$ cat src/rtl/hb_pkg.sv
package hb_pkg;
  localparam int BYTE_W = 8;
  localparam int WORD_W = 3 * BYTE_W;

  typedef enum logic [2:0] {
    HA_CTRL = 3'd0, HA_CMDV = 3'd1, HA_STAT = 3'd2, HA_VECT = 3'd3,
    HA_GAP  = 3'd4, HA_HI   = 3'd5, HA_MID  = 3'd6, HA_LO   = 3'd7
  } host_addr_e;

  typedef enum logic [1:0] {
    DA_CTRL = 2'd0, DA_STAT = 2'd1, DA_RSV = 2'd2, DA_DATA = 2'd3
  } dsp_addr_e;

  function automatic logic [WORD_W-1:0] join_bytes(
    input logic [BYTE_W-1:0] hi, input logic [BYTE_W-1:0] mid,
    input logic [BYTE_W-1:0] lo);
    return {hi, mid, lo};
  endfunction

  // sel: 0 high, 1 middle, 2 low
  function automatic logic [BYTE_W-1:0] pick_byte(
    input logic [WORD_W-1:0] w, input logic [1:0] sel);
    case (sel)
      2'd0:    return w[23:16];
      2'd1:    return w[15:8];
      default: return w[7:0];
    endcase
  endfunction

  function automatic logic [BYTE_W-1:0] dsp_status(
    input logic rx_full, input logic tx_empty, input logic cmd,
    input logic [1:0] hflags, input logic dma);
    return {dma, 2'b00, hflags, cmd, tx_empty, rx_full};
  endfunction

  function automatic logic [BYTE_W-1:0] host_status(
    input logic hrx_full, input logic htx_empty, input logic [1:0] dflags);
    return {3'b000, dflags, 1'b0, htx_empty, hrx_full};
  endfunction

  function automatic logic irq_need(
    input logic [BYTE_W-1:0] ctrl, input logic rx_full,
    input logic tx_empty, input logic cmd);
    return (ctrl[0] & rx_full) | (ctrl[1] & tx_empty) | (ctrl[2] & cmd);
  endfunction

  function automatic logic req_need(
    input logic [BYTE_W-1:0] ictl, input logic hrx_full, input logic htx_empty);
    return (ictl[0] & hrx_full) | (ictl[1] & htx_empty);
  endfunction
endpackage

$ cat src/rtl/hb_host_sync.sv
module hb_host_sync #(
  parameter int STAGES = 2
) (
  input  logic clk,
  input  logic rst_n,
  input  logic soft_rst,
  input  logic en_n_async,
  output logic acc_start,
  output logic acc_end
);
  logic [STAGES-1:0] chain;
  logic              last;

  always_ff @(posedge clk or negedge rst_n) begin
    if (!rst_n) begin
      chain <= '1;
      last  <= 1'b1;
    end else if (soft_rst) begin
      chain <= '1;
      last  <= 1'b1;
    end else begin
      chain[0] <= en_n_async;
      for (int i = 1; i < STAGES; i++) chain[i] <= chain[i-1];
      last <= chain[STAGES-1];
    end
  end

  assign acc_start = last & ~chain[STAGES-1];
  assign acc_end   = ~last & chain[STAGES-1];
endmodule

$ cat src/rtl/hb_xfer.sv
module hb_xfer
  import hb_pkg::*;
(
  input  logic              clk,
  input  logic              rst_n,
  input  logic              soft_rst,
  input  logic              host_wr,
  input  logic [2:0]        h_addr,
  input  logic [BYTE_W-1:0] h_wdata,
  input  logic              host_rd_lo_end,
  input  logic              dsp_wr_data,
  input  logic              dsp_rd_data,
  input  logic [WORD_W-1:0] d_wdata,
  output logic [WORD_W-1:0] rx_word,
  output logic [WORD_W-1:0] hrx_word,
  output logic              rx_full,
  output logic              tx_empty,
  output logic              host_lo_try,
  output logic              host_commit,
  output logic              host_release,
  output logic              dsp_load
);
  logic [BYTE_W-1:0] stage_hi, stage_mid;

  assign host_lo_try  = host_wr && (h_addr == HA_LO);
  assign host_commit  = host_lo_try && !rx_full;
  assign host_release = host_rd_lo_end && !tx_empty;
  assign dsp_load     = dsp_wr_data && tx_empty;

  always_ff @(posedge clk or negedge rst_n) begin
    if (!rst_n) begin
      stage_hi <= '0; stage_mid <= '0; rx_word <= '0; hrx_word <= '0;
      rx_full <= 1'b0; tx_empty <= 1'b1;
    end else if (soft_rst) begin
      stage_hi <= '0; stage_mid <= '0; rx_word <= '0; hrx_word <= '0;
      rx_full <= 1'b0; tx_empty <= 1'b1;
    end else begin
      if (host_wr && h_addr == HA_HI)  stage_hi  <= h_wdata;
      if (host_wr && h_addr == HA_MID) stage_mid <= h_wdata;
      if (host_commit) begin
        rx_word <= join_bytes(stage_hi, stage_mid, h_wdata);
        rx_full <= 1'b1;
      end else if (dsp_rd_data) begin
        rx_full <= 1'b0;
      end
      if (dsp_load) begin
        hrx_word <= d_wdata;
        tx_empty <= 1'b0;
      end else if (host_release) begin
        tx_empty <= 1'b1;
      end
    end
  end
endmodule

$ cat src/rtl/hb_regs.sv
module hb_regs
  import hb_pkg::*;
(
  input  logic              clk,
  input  logic              rst_n,
  input  logic              soft_rst,
  input  logic              host_wr,
  input  logic [2:0]        h_addr,
  input  logic [BYTE_W-1:0] h_wdata,
  input  logic              dsp_ctrl_wr,
  input  logic [4:0]        d_ctrl_in,
  output logic [BYTE_W-1:0] hcr,
  output logic [BYTE_W-1:0] icr,
  output logic [BYTE_W-1:0] cvr,
  output logic [BYTE_W-1:0] ivr
);
  always_ff @(posedge clk or negedge rst_n) begin
    if (!rst_n) begin
      hcr <= '0; icr <= '0; cvr <= '0; ivr <= '0;
    end else if (soft_rst) begin
      hcr <= '0; icr <= '0; cvr <= '0; ivr <= '0;
    end else begin
      if (dsp_ctrl_wr) hcr <= {3'b000, d_ctrl_in};
      if (host_wr) begin
        case (h_addr)
          HA_CTRL: icr <= h_wdata;
          HA_CMDV: cvr <= h_wdata;
          HA_VECT: ivr <= h_wdata;
          default: ;
        endcase
      end
    end
  end
endmodule

$ cat src/rtl/hb_bridge.sv
module hb_bridge
  import hb_pkg::*;
#(
  parameter int SYNC_STAGES = 2
) (
  input  logic              clk,
  input  logic              rst_n,
  input  logic              soft_rst,
  input  logic              h_en_n,
  input  logic              h_rw,
  input  logic [2:0]        h_addr,
  input  logic [BYTE_W-1:0] h_wdata,
  output logic [BYTE_W-1:0] h_rdata,
  output logic              h_req,
  input  logic              d_sel,
  input  logic              d_we,
  input  logic [1:0]        d_addr,
  input  logic [WORD_W-1:0] d_wdata,
  output logic [WORD_W-1:0] d_rdata,
  output logic              d_irq
);
  logic acc_start, acc_end;
  logic [2:0] acc_addr;
  logic acc_read;
  logic host_wr, host_rd_lo_end;
  logic dsp_wr_data, dsp_rd_data, dsp_ctrl_wr;
  logic [WORD_W-1:0] rx_word, hrx_word;
  logic rx_full, tx_empty;
  logic host_lo_try, host_commit, host_release, dsp_load;
  logic [BYTE_W-1:0] hcr, icr, cvr, ivr;
  logic [BYTE_W-1:0] dstat, hstat;
  logic cmd_pend, dma_mode;

  hb_host_sync #(.STAGES(SYNC_STAGES)) u_sync (
    .clk(clk), .rst_n(rst_n), .soft_rst(soft_rst), .en_n_async(h_en_n),
    .acc_start(acc_start), .acc_end(acc_end));

  always_ff @(posedge clk or negedge rst_n) begin
    if (!rst_n) begin
      acc_addr <= '0; acc_read <= 1'b0;
    end else if (soft_rst) begin
      acc_addr <= '0; acc_read <= 1'b0;
    end else if (acc_start) begin
      acc_addr <= h_addr; acc_read <= h_rw;
    end
  end

  assign host_wr        = acc_start && !h_rw;
  assign host_rd_lo_end = acc_end && acc_read && (acc_addr == HA_LO);
  assign dsp_wr_data    = d_sel && d_we && (d_addr == DA_DATA);
  assign dsp_rd_data    = d_sel && !d_we && (d_addr == DA_DATA);
  assign dsp_ctrl_wr    = d_sel && d_we && (d_addr == DA_CTRL);

  hb_xfer u_xfer (
    .clk(clk), .rst_n(rst_n), .soft_rst(soft_rst), .host_wr(host_wr),
    .h_addr(h_addr), .h_wdata(h_wdata), .host_rd_lo_end(host_rd_lo_end),
    .dsp_wr_data(dsp_wr_data), .dsp_rd_data(dsp_rd_data), .d_wdata(d_wdata),
    .rx_word(rx_word), .hrx_word(hrx_word), .rx_full(rx_full),
    .tx_empty(tx_empty), .host_lo_try(host_lo_try), .host_commit(host_commit),
    .host_release(host_release), .dsp_load(dsp_load));

  hb_regs u_regs (
    .clk(clk), .rst_n(rst_n), .soft_rst(soft_rst), .host_wr(host_wr),
    .h_addr(h_addr), .h_wdata(h_wdata), .dsp_ctrl_wr(dsp_ctrl_wr),
    .d_ctrl_in(d_wdata[4:0]), .hcr(hcr), .icr(icr), .cvr(cvr), .ivr(ivr));

  assign cmd_pend = cvr[7];
  assign dma_mode = |icr[6:5];
  assign dstat = dsp_status(rx_full, tx_empty, cmd_pend, icr[4:3], dma_mode);
  assign hstat = host_status(!tx_empty, !rx_full, hcr[4:3]);

  always_comb begin
    case (h_addr)
      HA_CTRL: h_rdata = icr;
      HA_CMDV: h_rdata = cvr;
      HA_STAT: h_rdata = hstat;
      HA_VECT: h_rdata = ivr;
      HA_HI:   h_rdata = pick_byte(hrx_word, 2'd0);
      HA_MID:  h_rdata = pick_byte(hrx_word, 2'd1);
      HA_LO:   h_rdata = pick_byte(hrx_word, 2'd2);
      default: h_rdata = '0;
    endcase
  end

  always_comb begin
    case (d_addr)
      DA_CTRL: d_rdata = {{(WORD_W-BYTE_W){1'b0}}, hcr};
      DA_STAT: d_rdata = {{(WORD_W-BYTE_W){1'b0}}, dstat};
      DA_DATA: d_rdata = rx_word;
      default: d_rdata = '0;
    endcase
  end

  assign d_irq = irq_need(hcr, rx_full, tx_empty, cmd_pend);
  assign h_req = req_need(icr, !tx_empty, !rx_full);
endmodule

$ cat config.mk
export PLATFORM = sky130hd
export DESIGN_NAME = hb_bridge
export DESIGN_NICKNAME = d
export VERILOG_FILES = /design/src/rtl/hb_pkg.sv /design/src/rtl/hb_host_sync.sv /design/src/rtl/hb_xfer.sv /design/src/rtl/hb_regs.sv /design/src/rtl/hb_bridge.sv
export SDC_FILE = /design/constraint.sdc
export NUM_CORES = 1
export LEC_CHECK = 0
export BUFFER_PORTS_ARGS = -buffer_cell sky130_fd_sc_hd__clkbuf_2
export CAP_MARGIN = 10
export CORE_MARGIN = 5
export CORE_UTILIZATION = 50
export CTS_BUF_LIST = sky130_fd_sc_hd__clkbuf_2
export DETAILED_ROUTE_END_ITERATION = 6
export PLACE_DENSITY_LB_ADDON = 0.08
export SYNTH_ARGS = -nofsm -noshare
export SYNTH_HDL_FRONTEND = slang
export SYNTH_SLANG_ARGS = --single-unit
$ cat constraint.sdc
create_clock -name clk -period 1.66 [get_ports clk]
set_input_delay 0.166 -clock clk [delete_from_list [all_inputs] [get_ports clk]]
set_output_delay 0.166 -clock clk [all_outputs]
set_load 0.01 [all_outputs]
==> run metrics <==
status finished, violations left; violated checks setup timing; worst path required time 1.49 ns; clk sinks 102; ant diodes 0; 1st-iter DRT viols 202; peak supply drop 0.309 mV; boundary pin count 78; worst-path fanout max 2; CTS Root Cell clkbuf_2; top cells by area, synth dfrtp_1 48%, mux2i_1 15%, nand2b_1 9.1%; Routed WL 12700 um; clock power share 27.6%; clk_skew 0.0190 ns; area delta synth->final 23.1%; worst hold stages 3; Final Max Slew Viols 0; DR DRC count 0; DP HPWL 8710 um; Mapped Avg Cell Area 11.9 um^2; gp weighted congestion 0.841; Slew Limit Headroom 67.2%; initial antenna violation count 0; maxcap violations 0; Initial Utilization 51.6%; Post-Syn Nets 469; P_sw 1.08 mW; asr flop ratio synth 100%; most frequent cells after synthesis 98 x dfrtp_1, 77 x mux2i_1, 74 x nand2b_1, 30 x a22o_1, 20 x and3_1; power after layout 4.18 mW; leakage 3.13 nW; flops & latches, synth 102; synthesized cell area 5060 um^2; Wirelength per Cell 18.7 um; die width 111 um; CTS tree built; total gr overflow 0; core area 9820 um^2; PwrDens 670 nW/um^2; Fmax 0.457 GHz; r2r worst-path depth 4; worst path arrival time 2.02 ns; CTS H-tree lvls 3; multi-input logic area 2350 um^2; Port Buffers 77; # fillers 875; Hold Slack 0.0531 ns; vias in the first global route 3832; Reg clk slew, reported paths 0.26 ns; Nets 586; Slowest cell on crit path dfstp_2; Comb power frac 11.6%; Unique masters post-synth 44; unrepaired setup endpoints after global routing yes; dominant cell type by area after synthesis dfrtp_1; die area 12200 um^2; critical path, cell by cell inv_2, mux4_2, mux2_2, clkbuf_2; Final Hold Fails 0; ys flop type dfrtp_1; Setup crit start kind flip-flop; top-area cell type share of the netlist area 48.4%; setup ws final -0.529 ns; Pre-Repair DR Iteration Count 5; Sw Ratio 25.9%; EDFF count, synth 0; largest net degree at the start of global routing 59; CTS max path bufs 2; die height 111 um; Via Count 3684; GRT Util Overall 21.3%; Tcrit/Tclk final 132%; CTS Buf Count 9; Ys Warns 0; global-route wire length before repair 20900 um; layout cells sized above 1 30.2%; WS Path Type reg -> out; Skew-Pair Late Insertion Delay 0.54 ns; register area share after synthesis 50.5%; most frequent cell after synthesis dfrtp_1; HP Class in -> reg; highest cell delay on the worst timing path 0.61 ns; cells after synthesis 425; # setup viols final 16; Worst Tran Pin Value 0.491 ns; vias per cell 5.42; Sequential Area 2560 um^2; Final ANT Viol Nets 0; CP Capture Type primary output; Flop pwr share 60.8%; fin crit period 2.19 ns; Internal Power 3.10 mW; row cnt 36
-- per-stage QoR --
step | std cells | setup WS (ns) | setup TNS, ns | area (um^2) | util [%]
3_5_place_dp | 626 | 0.0356 | 0 | 5670 | 57.8
3_3_place_gp | 626 | 0.0724 | 0 | 5670 | 57.8
5_1_grt | 680 | -0.649 | -5.54 | 6230 | 63.5
4_1_cts | 680 | -0.575 | -4.39 | 6190 | 63.0
2_1_floorplan | 425 | 0.197 | 0 | 5060 | -
6_report | 680 | -0.529 | -3.48 | 6230 | 63.5
-- power by group through the flow --
stage          logic, mW  clock network (mW)  registers [mW]
2_1_floorplan      0.208                   0            2.57
3_3_place_gp       0.407                   0            2.58
4_1_cts            0.479                1.18            2.54
6_report           0.484                1.15            2.54
5_1_grt            0.529                1.29            2.54
3_5_place_dp       0.412                   0            2.58
-- routing by layer --
metal | GRT usage, % | vias to the layer above | share of wire, %
met5 | 0 | - | 0
met4 | 6.24 | 0 | 1.4
li1 | - | 1743 | -
met2 | 33.6 | 79 | 48
met1 | 30.3 | 1848 | 47
met3 | 3.50 | 14 | 3.9
-- cell families after synthesis --
family                 Yosys count  synth area share, %
buffers and inverters           38                 4.30
multiplexers                    90                 19.0
AND/OR/NAND/NOR                140                 17.2
AO/OA/AOI/OAI                   55                 8.95
flip-flops                     102                 50.5
-- area by class of cell --
type / instances / share of cell area (%)
multi-input combinational: 285 / 37.8
inverter: 5 / 0.301
clock inverter: 5 / 0.823
clock buffer: 11 / 0.884
timing repair buffer: 139 / 16.4
tap: 133 / 2.67
sequential: 102 / 41.1
-- final timing paths --
check	slack, ns	from	end
setup reg to reg	0.07	u_sync.last	u_xfer.rx_word[18]
min in group asynchronous	0.06	rst_n	u_xfer.rx_word[18]
hold reg to reg	0.54	u_xfer.hrx_word[6]	u_xfer.hrx_word[6]
hold / removal	0.05	soft_rst	u_regs.hcr[3]
setup / recovery	-0.53	u_xfer.tx_empty	h_rdata[0]
max in group asynchronous	1.01	rst_n	u_sync.last
-- critical path: cells and delay by family (launching register included) --
kind	cells	cell delay (ns)
DFF	1	0.61
muxes	2	0.71
buffers and inverters	2	0.17
-- timing repair --
| item | in CTS | in global routing |
|---|---|---|
| setup buffers | 9 | 1 |
| gates cloned | 0 | 0 |
| pin swaps | 11 | 6 |
| hold endpoints to repair | 133 | 0 |
| resized for setup | 19 | 14 |
| hold buffers | 29 | 0 |
| setup endpoints to repair | 16 | 17 |
-- placed cells by master, fill, tap and decap left out, types with 6 or more instances in the layout --
cell type / count
dfrtp_1: 96
clkbuf_2: 81
mux2i_1: 76
nand2b_1: 74
a22o_1: 30
dlygate4sd3_1: 29
buf_4: 25
and3_1: 20
nor2_1: 13
nand2_1: 7
buf_12: 6
-- sequential cells by signal, summed over array words and instances, names as in the netlist --
register,flops
acc_addr,3
u_regs.hcr,5
u_xfer.stage_hi,8
u_sync.last,1
u_xfer.rx_word,24
u_xfer.tx_empty,1
u_xfer.rx_full,1
u_regs.cvr,8
u_regs.ivr,8
acc_read,1
u_xfer.stage_mid,8
u_xfer.hrx_word,24
u_sync.chain,2
u_regs.icr,8
Power figures use the tool's default switching activity.
